## config.mk

```make
export PLATFORM = sky130hd
export DESIGN_NAME = spi_pot_cmd
export DESIGN_NICKNAME = d
export VERILOG_FILES = /design/src/rtl/spi_pot_pkg.sv /design/src/rtl/spi_pot_sync.sv /design/src/rtl/spi_pot_regs.sv /design/src/rtl/spi_pot_ctrl.sv /design/src/rtl/spi_pot_cmd.sv
export SDC_FILE = /design/constraint.sdc
export NUM_CORES = 1
export LEC_CHECK = 0
export BUFFER_PORTS_ARGS = -buffer_cell sky130_fd_sc_hd__buf_2
export CORE_AREA = 5 5 125 174
export DETAILED_ROUTE_END_ITERATION = 16
export DIE_AREA = 0 0 130 179
export RECOVER_POWER = 50
export SLEW_MARGIN = 40
export SYNTH_ARGS = -nofsm -noshare
export SYNTH_HDL_FRONTEND = slang
export SYNTH_SLANG_ARGS = --single-unit
```

## constraint.sdc

```tcl
create_clock -name clk -period 15.3 [get_ports clk]
set_input_delay 2.295 -clock clk [delete_from_list [all_inputs] [get_ports clk]]
set_output_delay 2.295 -clock clk [all_outputs]
set_load 0.005 [all_outputs]
```

## src/rtl/spi_pot_pkg.sv

```systemverilog
package spi_pot_pkg;
  localparam int BYTE_W        = 8;
  localparam int CNT_W         = $clog2(BYTE_W);
  localparam int NUM_BANKS     = 4;
  localparam int REGS_PER_BANK = 4;
  localparam int BANK_W        = $clog2(NUM_BANKS);
  localparam int RSEL_W        = $clog2(REGS_PER_BANK);
  localparam int NUM_REGS      = NUM_BANKS * REGS_PER_BANK;
  localparam int IDX_W         = BANK_W + RSEL_W;

  localparam logic [3:0] OP_RD_WIPER = 4'b1001;
  localparam logic [3:0] OP_WR_WIPER = 4'b1010;
  localparam logic [3:0] OP_RD_DR    = 4'b1011;
  localparam logic [3:0] OP_WR_DR    = 4'b1100;
  localparam logic [3:0] OP_DR2W     = 4'b1101;
  localparam logic [3:0] OP_W2DR     = 4'b1110;

  typedef enum logic [2:0] {
    ST_IDLE, ST_ID, ST_INSTR, ST_DATA, ST_SKIP
  } frame_st_e;
endpackage

```

## src/rtl/spi_pot_sync.sv

```systemverilog
module spi_pot_sync #(
  parameter int   STAGES  = 2,
  parameter logic RST_VAL = 1'b0
) (
  input  logic clk,
  input  logic rst_n,
  input  logic d,
  output logic q
);
  logic [STAGES-1:0] chain;

  generate
    for (genvar s = 0; s < STAGES; s++) begin : g_stage
      always_ff @(posedge clk or negedge rst_n) begin
        if (!rst_n) chain[s] <= RST_VAL;
        else if (s == 0) chain[s] <= d;
        else chain[s] <= chain[(s == 0) ? 0 : s-1];
      end
    end
  endgenerate

  assign q = chain[STAGES-1];
endmodule

```

## src/rtl/spi_pot_regs.sv

```systemverilog
module spi_pot_regs
  import spi_pot_pkg::*;
(
  input  logic              clk,
  input  logic              rst_n,
  input  logic              we_dr,
  input  logic              we_wiper,
  input  logic [IDX_W-1:0]  dr_idx,
  input  logic [BYTE_W-1:0] wr_data,
  output logic [BYTE_W-1:0] dr_rdata,
  output logic [BYTE_W-1:0] wiper
);
  logic [BYTE_W-1:0] mem [NUM_REGS];

  generate
    for (genvar g = 0; g < NUM_REGS; g++) begin : g_dr
      always_ff @(posedge clk or negedge rst_n) begin
        if (!rst_n) mem[g] <= '0;
        else if (we_dr && (dr_idx == IDX_W'(g))) mem[g] <= wr_data;
      end
    end
  endgenerate

  always_ff @(posedge clk or negedge rst_n) begin
    if (!rst_n) wiper <= '0;
    else if (we_wiper) wiper <= wr_data;
  end

  assign dr_rdata = mem[dr_idx];


  single_write_chk: assert property (@(posedge clk) disable iff (!rst_n)
    !(we_dr && we_wiper));
endmodule

```

## src/rtl/spi_pot_ctrl.sv

```systemverilog
module spi_pot_ctrl
  import spi_pot_pkg::*;
#(
  parameter logic [3:0] DEV_TYPE = 4'b0101
) (
  input  logic              clk,
  input  logic              rst_n,
  input  logic              sck_s,
  input  logic              cs_n_s,
  input  logic              si_s,
  input  logic [1:0]        addr_pins,
  input  logic [BYTE_W-1:0] dr_rdata,
  input  logic [BYTE_W-1:0] wiper,
  output logic [IDX_W-1:0]  dr_idx,
  output logic              we_dr,
  output logic              we_wiper,
  output logic [BYTE_W-1:0] wr_data,
  output logic              so,
  output logic              so_oe,
  output logic              ready
);
  frame_st_e         state, state_n;
  logic [CNT_W-1:0]  cnt, cnt_n;
  logic [BYTE_W-2:0] rx_sh, rx_sh_n;
  logic [3:0]        op_q, op_n;
  logic [IDX_W-1:0]  idx_q, idx_n;
  logic              rd_q, rd_n;
  logic [BYTE_W-1:0] tx_sh, tx_n;
  logic              so_q, so_n, oe_q, oe_n;
  logic              sck_d, cs_d;

  logic              sck_rise, sck_fall, cs_fall, byte_done, id_ok, bank0;
  logic [BYTE_W-1:0] rx_byte;
  logic [IDX_W-1:0]  new_idx;

  assign sck_rise  = sck_s & ~sck_d;
  assign sck_fall  = ~sck_s & sck_d;
  assign cs_fall   = cs_d & ~cs_n_s;
  assign rx_byte   = {rx_sh, si_s};
  assign byte_done = sck_rise && (cnt == CNT_W'(BYTE_W-1));
  assign new_idx   = {rx_byte[RSEL_W-1:0], rx_byte[RSEL_W+1:RSEL_W]};
  assign bank0     = (rx_byte[RSEL_W-1:0] == '0);
  assign id_ok     = (rx_byte[7:4] == DEV_TYPE) && (rx_byte[3:2] == 2'b00)
                   && (rx_byte[1:0] == addr_pins);
  assign dr_idx    = (state == ST_INSTR) ? new_idx : idx_q;

  always_comb begin
    state_n  = state;
    cnt_n    = cnt;
    rx_sh_n  = rx_sh;
    op_n     = op_q;
    idx_n    = idx_q;
    rd_n     = rd_q;
    tx_n     = tx_sh;
    so_n     = so_q;
    oe_n     = oe_q;
    we_dr    = 1'b0;
    we_wiper = 1'b0;
    wr_data  = rx_byte;
    if (cs_n_s) begin
      state_n = ST_IDLE;
      cnt_n   = '0;
      oe_n    = 1'b0;
      rd_n    = 1'b0;
    end else begin
      case (state)
        ST_IDLE: if (cs_fall) begin
          state_n = ST_ID;
          cnt_n   = '0;
        end
        ST_ID, ST_INSTR, ST_DATA: if (sck_rise) begin
          cnt_n   = cnt + 1'b1;
          rx_sh_n = {rx_sh[BYTE_W-3:0], si_s};
        end
        default: ;
      endcase
      if (byte_done) begin
        case (state)
          ST_ID: state_n = id_ok ? ST_INSTR : ST_SKIP;
          ST_INSTR: begin
            op_n    = rx_byte[7:4];
            idx_n   = new_idx;
            state_n = ST_SKIP;
            case (rx_byte[7:4])
              OP_RD_WIPER: begin state_n = ST_DATA; rd_n = 1'b1; tx_n = wiper; end
              OP_RD_DR:    begin state_n = ST_DATA; rd_n = 1'b1; tx_n = dr_rdata; end
              OP_WR_WIPER,
              OP_WR_DR:    begin state_n = ST_DATA; rd_n = 1'b0; end
              OP_DR2W:     if (bank0) begin we_wiper = 1'b1; wr_data = dr_rdata; end
              OP_W2DR:     if (bank0) begin we_dr = 1'b1; wr_data = wiper; end
              default: ;
            endcase
          end
          ST_DATA: begin
            state_n = ST_SKIP;
            oe_n    = 1'b0;
            rd_n    = 1'b0;
            if (!rd_q) begin
              we_wiper = (op_q == OP_WR_WIPER);
              we_dr    = (op_q == OP_WR_DR);
            end
          end
          default: ;
        endcase
      end
      if (sck_fall && (state == ST_DATA) && rd_q) begin
        so_n = tx_sh[BYTE_W-1];
        tx_n = {tx_sh[BYTE_W-2:0], 1'b0};
        oe_n = 1'b1;
      end
    end
  end

  always_ff @(posedge clk or negedge rst_n) begin
    if (!rst_n) begin
      state <= ST_IDLE;
      cnt   <= '0;
      rx_sh <= '0;
      op_q  <= '0;
      idx_q <= '0;
      rd_q  <= 1'b0;
      tx_sh <= '0;
      so_q  <= 1'b0;
      oe_q  <= 1'b0;
      sck_d <= 1'b0;
      cs_d  <= 1'b1;
    end else begin
      state <= state_n;
      cnt   <= cnt_n;
      rx_sh <= rx_sh_n;
      op_q  <= op_n;
      idx_q <= idx_n;
      rd_q  <= rd_n;
      tx_sh <= tx_n;
      so_q  <= so_n;
      oe_q  <= oe_n;
      sck_d <= sck_s;
      cs_d  <= cs_n_s;
    end
  end

  assign so    = so_q;
  assign so_oe = oe_q;
  assign ready = (state == ST_IDLE);


  oe_in_data_chk: assert property (@(posedge clk) disable iff (!rst_n)
    oe_q |-> (state == ST_DATA));

  abort_idle_chk: assert property (@(posedge clk) disable iff (!rst_n)
    $rose(cs_n_s) |=> (state == ST_IDLE));

  xfer_bank0_chk: assert property (@(posedge clk) disable iff (!rst_n)
    (we_wiper && (state == ST_INSTR)) |-> (dr_idx[IDX_W-1:RSEL_W] == '0));

  write_on_bit_chk: assert property (@(posedge clk) disable iff (!rst_n)
    (we_wiper || we_dr) |-> sck_rise);
endmodule

```

## src/rtl/spi_pot_cmd.sv

```systemverilog
module spi_pot_cmd
  import spi_pot_pkg::*;
#(
  parameter logic [3:0] DEV_TYPE    = 4'b0101,
  parameter int         SYNC_STAGES = 2
) (
  input  logic              clk,
  input  logic              rst_n,
  input  logic              sck,
  input  logic              si,
  input  logic              cs_n,
  input  logic [1:0]        addr_pins,
  output logic              so,
  output logic              so_oe,
  output logic [BYTE_W-1:0] wiper,
  output logic              ready
);
  logic [1:0]        rst_pipe;
  logic              rst_sync_n;
  logic              sck_s, cs_n_s, si_s;
  logic [IDX_W-1:0]  dr_idx;
  logic              we_dr, we_wiper;
  logic [BYTE_W-1:0] wr_data, dr_rdata;

  always_ff @(posedge clk or negedge rst_n) begin
    if (!rst_n) rst_pipe <= 2'b00;
    else rst_pipe <= {rst_pipe[0], 1'b1};
  end
  assign rst_sync_n = rst_pipe[1];

  spi_pot_sync #(.STAGES(SYNC_STAGES), .RST_VAL(1'b0)) u_sync_sck (
    .clk(clk), .rst_n(rst_sync_n), .d(sck), .q(sck_s));
  spi_pot_sync #(.STAGES(SYNC_STAGES), .RST_VAL(1'b1)) u_sync_cs (
    .clk(clk), .rst_n(rst_sync_n), .d(cs_n), .q(cs_n_s));
  spi_pot_sync #(.STAGES(SYNC_STAGES), .RST_VAL(1'b0)) u_sync_si (
    .clk(clk), .rst_n(rst_sync_n), .d(si), .q(si_s));

  spi_pot_ctrl #(.DEV_TYPE(DEV_TYPE)) u_ctrl (
    .clk(clk), .rst_n(rst_sync_n), .sck_s(sck_s), .cs_n_s(cs_n_s),
    .si_s(si_s), .addr_pins(addr_pins), .dr_rdata(dr_rdata), .wiper(wiper),
    .dr_idx(dr_idx), .we_dr(we_dr), .we_wiper(we_wiper), .wr_data(wr_data),
    .so(so), .so_oe(so_oe), .ready(ready));

  spi_pot_regs u_regs (
    .clk(clk), .rst_n(rst_sync_n), .we_dr(we_dr), .we_wiper(we_wiper),
    .dr_idx(dr_idx), .wr_data(wr_data), .dr_rdata(dr_rdata), .wiper(wiper));


  idle_quiet_chk: assert property (@(posedge clk) disable iff (!rst_sync_n)
    ready |-> !so_oe);

  wiper_in_frame_chk: assert property (@(posedge clk) disable iff (!rst_sync_n)
    !$stable(wiper) |-> !$past(ready));
endmodule

```

Yosys cells after proc, flatten, opt, wreduce, memory -nomap -nowiden
Cells that the tools add are included.
{ "totals": {"word_cells": 165, "regBits": 178, "output_inout_bits": 11} }
{ "op_classes": {"mux": 44, "bitwise_logic": 7, "n_eq_ne": 32, "reduce_logical": 45, "magnitude_cmp": 1, "add_sub_neg": 1} }
{ "ops": {"columns": ["op", "count"], "rows": [
  ["$mux W8", 10],
  ["$eq A4 B4 Y1 const B", 16],
  ["$bmux W8 S4", 1],
  ["$pmux W8 S2", 2],
  ["$mux W3", 9],
  ["$logic_and A1 B1 Y1", 21],
  ["$eq A4 B3 Y1 const B", 5],
  ["$mux W1", 15],
  ["$reduce_bool A3 Y1", 5],
  ["$reduce_and A3 Y1", 4],
  ["$pmux W3 S3", 1],
  ["$eq A4 B2 Y1 const B", 2],
  ["$pmux W1 S2", 4],
  ["$eq A3 B2 Y1 const B", 2],
  ["$pmux W3 S2", 1],
  ["$reduce_and A2 Y1", 3],
  ["$reduce_bool A2 Y1", 3],
  ["$ge A5 B5 Y1 const B", 1],
  ["$not A4 Y5", 1],
  ["$eq A4 B1 Y1 const B", 1],
  ["$logic_not A2 Y1", 2],
  ["$logic_not A4 Y1", 1],
  ["$mux W4", 1],
  ["$ne A4 B4 Y1 const B", 1],
  ["13 further kinds", 18]
]} }

Longest topological paths before layout
{ "depth": {"depth_word": 11, "ltp_mapped": 11, "depth_no_buf": 9} }

By module
Synthesis repeated with hierarchy kept, for this count alone.
{ "hier_totals": {"hier_cells": 577, "hier_area_um2": 8370.5} }
{ "modules_own_cells": {"columns": ["module", "seq_area_each_um2", "cells_per_inst", "area_each_um2", "n_inst"], "rows": [
  ["spi_pot_regs", 3403.3, 382, 6154.7, 1],
  ["spi_pot_ctrl", 852.1, 186, 2009.4, 1],
  ["spi_pot_sync at u_sync_sck ...", 50.0, 2, 50.0, 2],
  ["spi_pot_cmd", 50.0, 3, 53.8, 1],
  ["spi_pot_sync at u_sync_cs", 52.6, 2, 52.6, 1]
]} }

Worst setup path before layout
OpenSTA, ideal clock, no wires.
{ "synth_path": {"path_kind": "input to register", "startpoint": "input port addr_pins[0]", "endpoint": "register u_ctrl.state[2]", "t_arrival_ps": 3076, "path_stages": 6, "path_buffers": 0, "path_slack_ps": 12091, "path_cell_list": "xor2_1 > o41a_1 > nor2_1 > nor3_1 > nor2_1 > nor2_1"} }
{ "synth_between": {"elab_chain_len": 6} }
{ "synth_lines": {"columns": ["element", "line", "source"], "rows": [
  ["start: declaration", "spi_pot_cmd.sv:12", "input logic [1:0] addr_pins,"],
  ["$eq A2 B2 Y1", "spi_pot_ctrl.sv:44", "&& (rx_byte[1:0] == addr_pins);"],
  ["$logic_and A1 B1 Y1", "spi_pot_ctrl.sv:44", null],
  ["$mux W3", "spi_pot_ctrl.sv:79", "ST_ID: state_n = id_ok ? ST_INSTR : ST_SKIP;"],
  ["$pmux W3 S3", "spi_pot_ctrl.sv:78", "case (state)"],
  ["$mux W3", "spi_pot_ctrl.sv:77", "if (byte_done) begin"],
  ["$mux W3", "spi_pot_ctrl.sv:60", "if (cs_n_s) begin"],
  ["via u_ctrl.state_n[2]", "spi_pot_ctrl.sv:22", "frame_st_e state, state_n;"],
  ["end signal: assignment", "spi_pot_ctrl.sv:128", "state <= state_n;"],
  ["end: declaration", "spi_pot_ctrl.sv:22", null]
]} }
The timed path passes the listed nets, and every way through them passes these cells.
A chain may end at the register's enable or synchronous reset.

==> impl_metrics.csv <==
group,metric,value,unit
setup_path,arrival,6.02,ns
yosys,synth.yosys.warnings,0,
yosys,total_of_flip_flops_plus_latches_after_synthesis,178,
layout,n_diodes,0,
cts,clkTransAtPathRegs,0.07,ns
placement,globalplace.congestion,0.896,
die,fp.dieArea,23300,sq um
cts,max-clock-path-buffers,2,
yosys,syn-mean-instance-area,10.3,sq um
power,cellInternalPower,726,uW
die,design.portCount,18,
power,power.clock.fraction,44.4,%
detailed_routing,routedWlPerCell,20.9,um
yosys,synth-edff-count,0,
layout,stdcell_area,9660,sq um
power,p_sw_share,25.7,%
layout,area.growth.synth_to_final,9.32,%
detailed_routing,firstDrtPassIters,5,
setup_path,worst_r2r_setup_slack,8.96,ns
layout,num-fill-cells,1897,
cts,cts_buffers,17,
timing,fmax,0.158,GHz
yosys,synth.net_count,868,
cts,post_cts.resized_instances,0,
power,power_density,101,nW/um^2
yosys,synth.yosys.seq_area_share,50.5,%
layout,seq_area,4460,sq um
setup_path,r2r_path_start,"rst_pipe[1]",
yosys,async_reset_ff_share,100,%
timing,finalSetupViolations,0,
cts,htreeDepth,4,
timing,layout_min_cycle_time,6.34,ns
setup_path,cp-end-kind,"asynchronous set/reset pin",
detailed_routing,vias,6477,
power,pwr-share-seq,49.7,%
grt,wire_length_of_the_first_global_routing_pass,37400,um
cts,post_cts_buffers,0,
setup_path,timing.critical_path.slowest_stage_cell,"sky130_fd_sc_hd__clkbuf_1",
grt,number_of_global_route_vias_before_repair,6586,
detailed_routing,final_wirelength,23300,um
grt,globalRoute.totalOverflow,0,
die,die_height,179,um
detailed_routing,viasPerCell,5.82,
placement,dpl-instance-area,9130,sq um
power,vdd_ir_drop_max,0.0770,mV
grt,groute.usage.overall,21.4,%
power,power_frac_comb,6.0,%
status,status,"finished with violations",
placement,detailedPlace.worstSlack,11.82,ns
die,die_x,130,um
timing,timing.slew.headroom,-150,%
setup_path,critPathCapture,"u_ctrl.op_q[3]",
yosys,post_synth_main_area_contributors,"sky130_fd_sc_hd__dfrtp_1 50%, sky130_fd_sc_hd__mux4_2 9.9%, sky130_fd_sc_hd__nand2_1 7.8%",
hold_path,min_path_type,"flop to flop",
setup_path,path_common_cell,"sky130_fd_sc_hd__clkbuf_1",
detailed_routing,drtAntennaViolNets,0,
detailed_routing,dr.first_iter.drc_count,574,
cts,tritoncts,"built",
timing,report.final.slew_viol_count,198,
timing,hold-worst-slack,0.353,ns
timing,min_period_over_period,41.4,%
timing,timing.setup.tns,0,ns
timing,rsz0062_at_grt,"false",
status,violations,"max-capacitance violations, max-slew violations",
power,net-switching-power,251,uW
layout,area_taken_by_multi_input_logic_gates,4120,sq um
setup_path,timing.critical_path.from_type,"flop",
power,total_leakage_power,4.21,nW
yosys,synth_largest_type_area_fraction,49.6,%
yosys,synth_top_cell_by_area,"sky130_fd_sc_hd__dfrtp_1",
cts,cts_hold_buf,0,
cts,insertion_delay,0.44,ns
yosys,netlist_instances,859,
timing,final_hold_viol_count,0,
detailed_routing,drc,0,
yosys,netlist-cell-type-count,58,
timing,post-route-worst-setup-slack,8.96,ns
setup_path,timing.critical_path.cells,"clkbuf_1 > clkbuf_1",
cts,tritoncts_num_sinks,178,
timing,measured_slew_at_the_worst_slew_check_pin,3.74,ns
setup_path,timing.critical_path.required,14.98,ns
setup_path,beginning_of_the_critical_path,"rst_pipe[1]",
cts,ctsRootBufferMaster,"sky130_fd_sc_hd__clkbuf_16",
grt,grt_start_max_net_pins,70,
setup_path,timing.rr.end,"u_ctrl.op_q[3]",
run,max_cap_violations,5,
placement,hpwlAfterDp,15800,um
grt,grt_antenna_before_repair,0,
placement,portBuffers,17,
yosys,synth.cell_area,8840,sq um
yosys,yosys_most_used_dff,"sky130_fd_sc_hd__dfrtp_1",
die,floorplan.core_area,19800,sq um
setup_path,worst-r2r-cell-count,2,
die,placement_rows,61,
setup_path,timing.critical_path.fanout_max,69,
layout,drive_above_1_share,18.1,%
die,floorplan.initialDensity,44.5,%
timing,fin_skew,0.0103,ns
setup_path,path_class,"flop to asynchronous set/reset pin",
layout,num-nets-final,857,
setup_path,slowest_delay,2.74,ns
==> worst max-delay path: cells and delay by family, from the launching register on <==
| kind | cells | cell delay [ns] |
|---|---|---|
| flip-flops | 1 | 0.98 |
| buffers and inverters | 2 | 4.53 |
==> how the worst min path moves through the flow <==
stage                             startpoint        endpoint  slack [ns]  cells past startpoint
after floorplan                  rst_pipe[0]     rst_pipe[1]        0.33                      0
after global placement    u_sync_si.chain[0]     u_sync_si.q        0.33                      0
after detailed placement         rst_pipe[1]  u_regs.mem[63]        0.24                      0
after CTS                        rst_pipe[1]  u_regs.mem[63]        0.25                      0
after global routing      u_sync_cs.chain[0]     u_sync_cs.q        0.37                      0
final                     u_sync_si.chain[0]     u_sync_si.q        0.35                      0
==> per-layer routing <==
layer / part of all wire (%) / vias to the layer above / GRT usage, %
met5: 0 / - / 0
met3: 4.0 / 49 / 4.14
met2: 50 / 158 / 36.0
li1: - / 3042 / -
met4: 4.4 / 0 / 9.40
met1: 41 / 3228 / 26.6
==> Yosys cell counts (2+ instances only) <==
library cell and number:
sky130_fd_sc_hd__buf_1 5, sky130_fd_sc_hd__nand3b_1 2, sky130_fd_sc_hd__nor2_1 60, sky130_fd_sc_hd__o221a_2 2, sky130_fd_sc_hd__or3_1 2, sky130_fd_sc_hd__a31oi_1 7
sky130_fd_sc_hd__xor2_1 3, sky130_fd_sc_hd__clkbuf_1 44, sky130_fd_sc_hd__nand2b_1 5, sky130_fd_sc_hd__and2_1 3, sky130_fd_sc_hd__buf_2 8, sky130_fd_sc_hd__a32oi_1 3
sky130_fd_sc_hd__a311oi_1 4, sky130_fd_sc_hd__nor3_1 7, sky130_fd_sc_hd__dfstp_2 3, sky130_fd_sc_hd__dfrtp_1 175, sky130_fd_sc_hd__o21a_1 3, sky130_fd_sc_hd__a211oi_1 5
sky130_fd_sc_hd__nand4_1 3, sky130_fd_sc_hd__nor3b_1 2, sky130_fd_sc_hd__mux2_2 44, sky130_fd_sc_hd__o221ai_1 2, sky130_fd_sc_hd__o21ai_0 120, sky130_fd_sc_hd__buf_4 2
sky130_fd_sc_hd__ha_1 2, sky130_fd_sc_hd__and3_1 12, sky130_fd_sc_hd__nand2_1 183, sky130_fd_sc_hd__o22ai_1 2, sky130_fd_sc_hd__nand3_1 27, sky130_fd_sc_hd__mux4_2 39
sky130_fd_sc_hd__a21oi_1 27, sky130_fd_sc_hd__a221oi_1 3, sky130_fd_sc_hd__mux2i_1 19, sky130_fd_sc_hd__nor2b_1 5, sky130_fd_sc_hd__a22o_1 3
==> power groups by stage <==
stage               Clock, mW  Sequential (mW)  Combinational (mW)
floorplan                   0            0.492              0.0378
global placement            0            0.497              0.0563
detailed placement          0            0.495              0.0601
CTS                     0.442            0.486              0.0602
global route            0.461            0.487              0.0639
finish                  0.434            0.486              0.0583
==> cells by family after synthesis <==
family                   count (synthesis)  synth area share, %
AND/OR/NAND/NOR                        319                 15.5
flip-flops                             178                 50.5
adder cells (fa/ha/maj)                  2                0.283
multiplexers                           104                 18.0
buffers and inverters                   62                 3.10
XOR/XNOR                                 3                0.297
AO/OA/AOI/OAI                          190                 12.3
other                                    1               0.0424
==> sequential cells by signal (all words and copies together), names as in the netlist, 2 cells and up <==
register	count
u_ctrl.op_q	4
u_ctrl.state	3
rst_pipe	2
u_regs.mem	128
u_regs.wiper	8
u_ctrl.idx_q	4
u_ctrl.tx_sh	8
u_ctrl.rx_sh	7
u_ctrl.cnt	3
==> metrics by stage <==
step,cells,power [mW],util [%]
2_1_floorplan,859,0.530,-
3_3_place_gp,1080,0.553,45.7
3_5_place_dp,1081,0.556,46.0
4_1_cts,1113,0.988,48.9
5_1_grt,1113,1.01,48.7
6_report,1113,0.978,48.7
==> final cells by class <==
cell class | count | area share, %
clock inverters | 13 | 1.46
flip-flops and latches | 178 | 46.2
clock buffers | 19 | 4.59
inverters | 1 | 0.0389
well taps | 252 | 3.26
repair buffers | 31 | 1.80
multi-input cells | 619 | 42.7
==> placed cells by master (no fill, tap or decap), types with 6 or more instances in the layout <==
cell type	synthesis	layout
sky130_fd_sc_hd__nand2_1	183	183
sky130_fd_sc_hd__dfrtp_1	175	175
sky130_fd_sc_hd__o21ai_0	120	120
sky130_fd_sc_hd__nor2_1	60	55
sky130_fd_sc_hd__mux2_2	44	43
sky130_fd_sc_hd__mux4_2	39	39
sky130_fd_sc_hd__nand3_1	27	27
sky130_fd_sc_hd__a21oi_1	27	26
sky130_fd_sc_hd__mux2i_1	19	18
sky130_fd_sc_hd__clkbuf_16	0	17
sky130_fd_sc_hd__buf_2	8	16
sky130_fd_sc_hd__and3_1	12	12
sky130_fd_sc_hd__buf_4	2	10
sky130_fd_sc_hd__nor3_1	7	7
sky130_fd_sc_hd__a31oi_1	7	7
sky130_fd_sc_hd__clkbuf_1	44	6
Power figures use the tool's default switching activity.
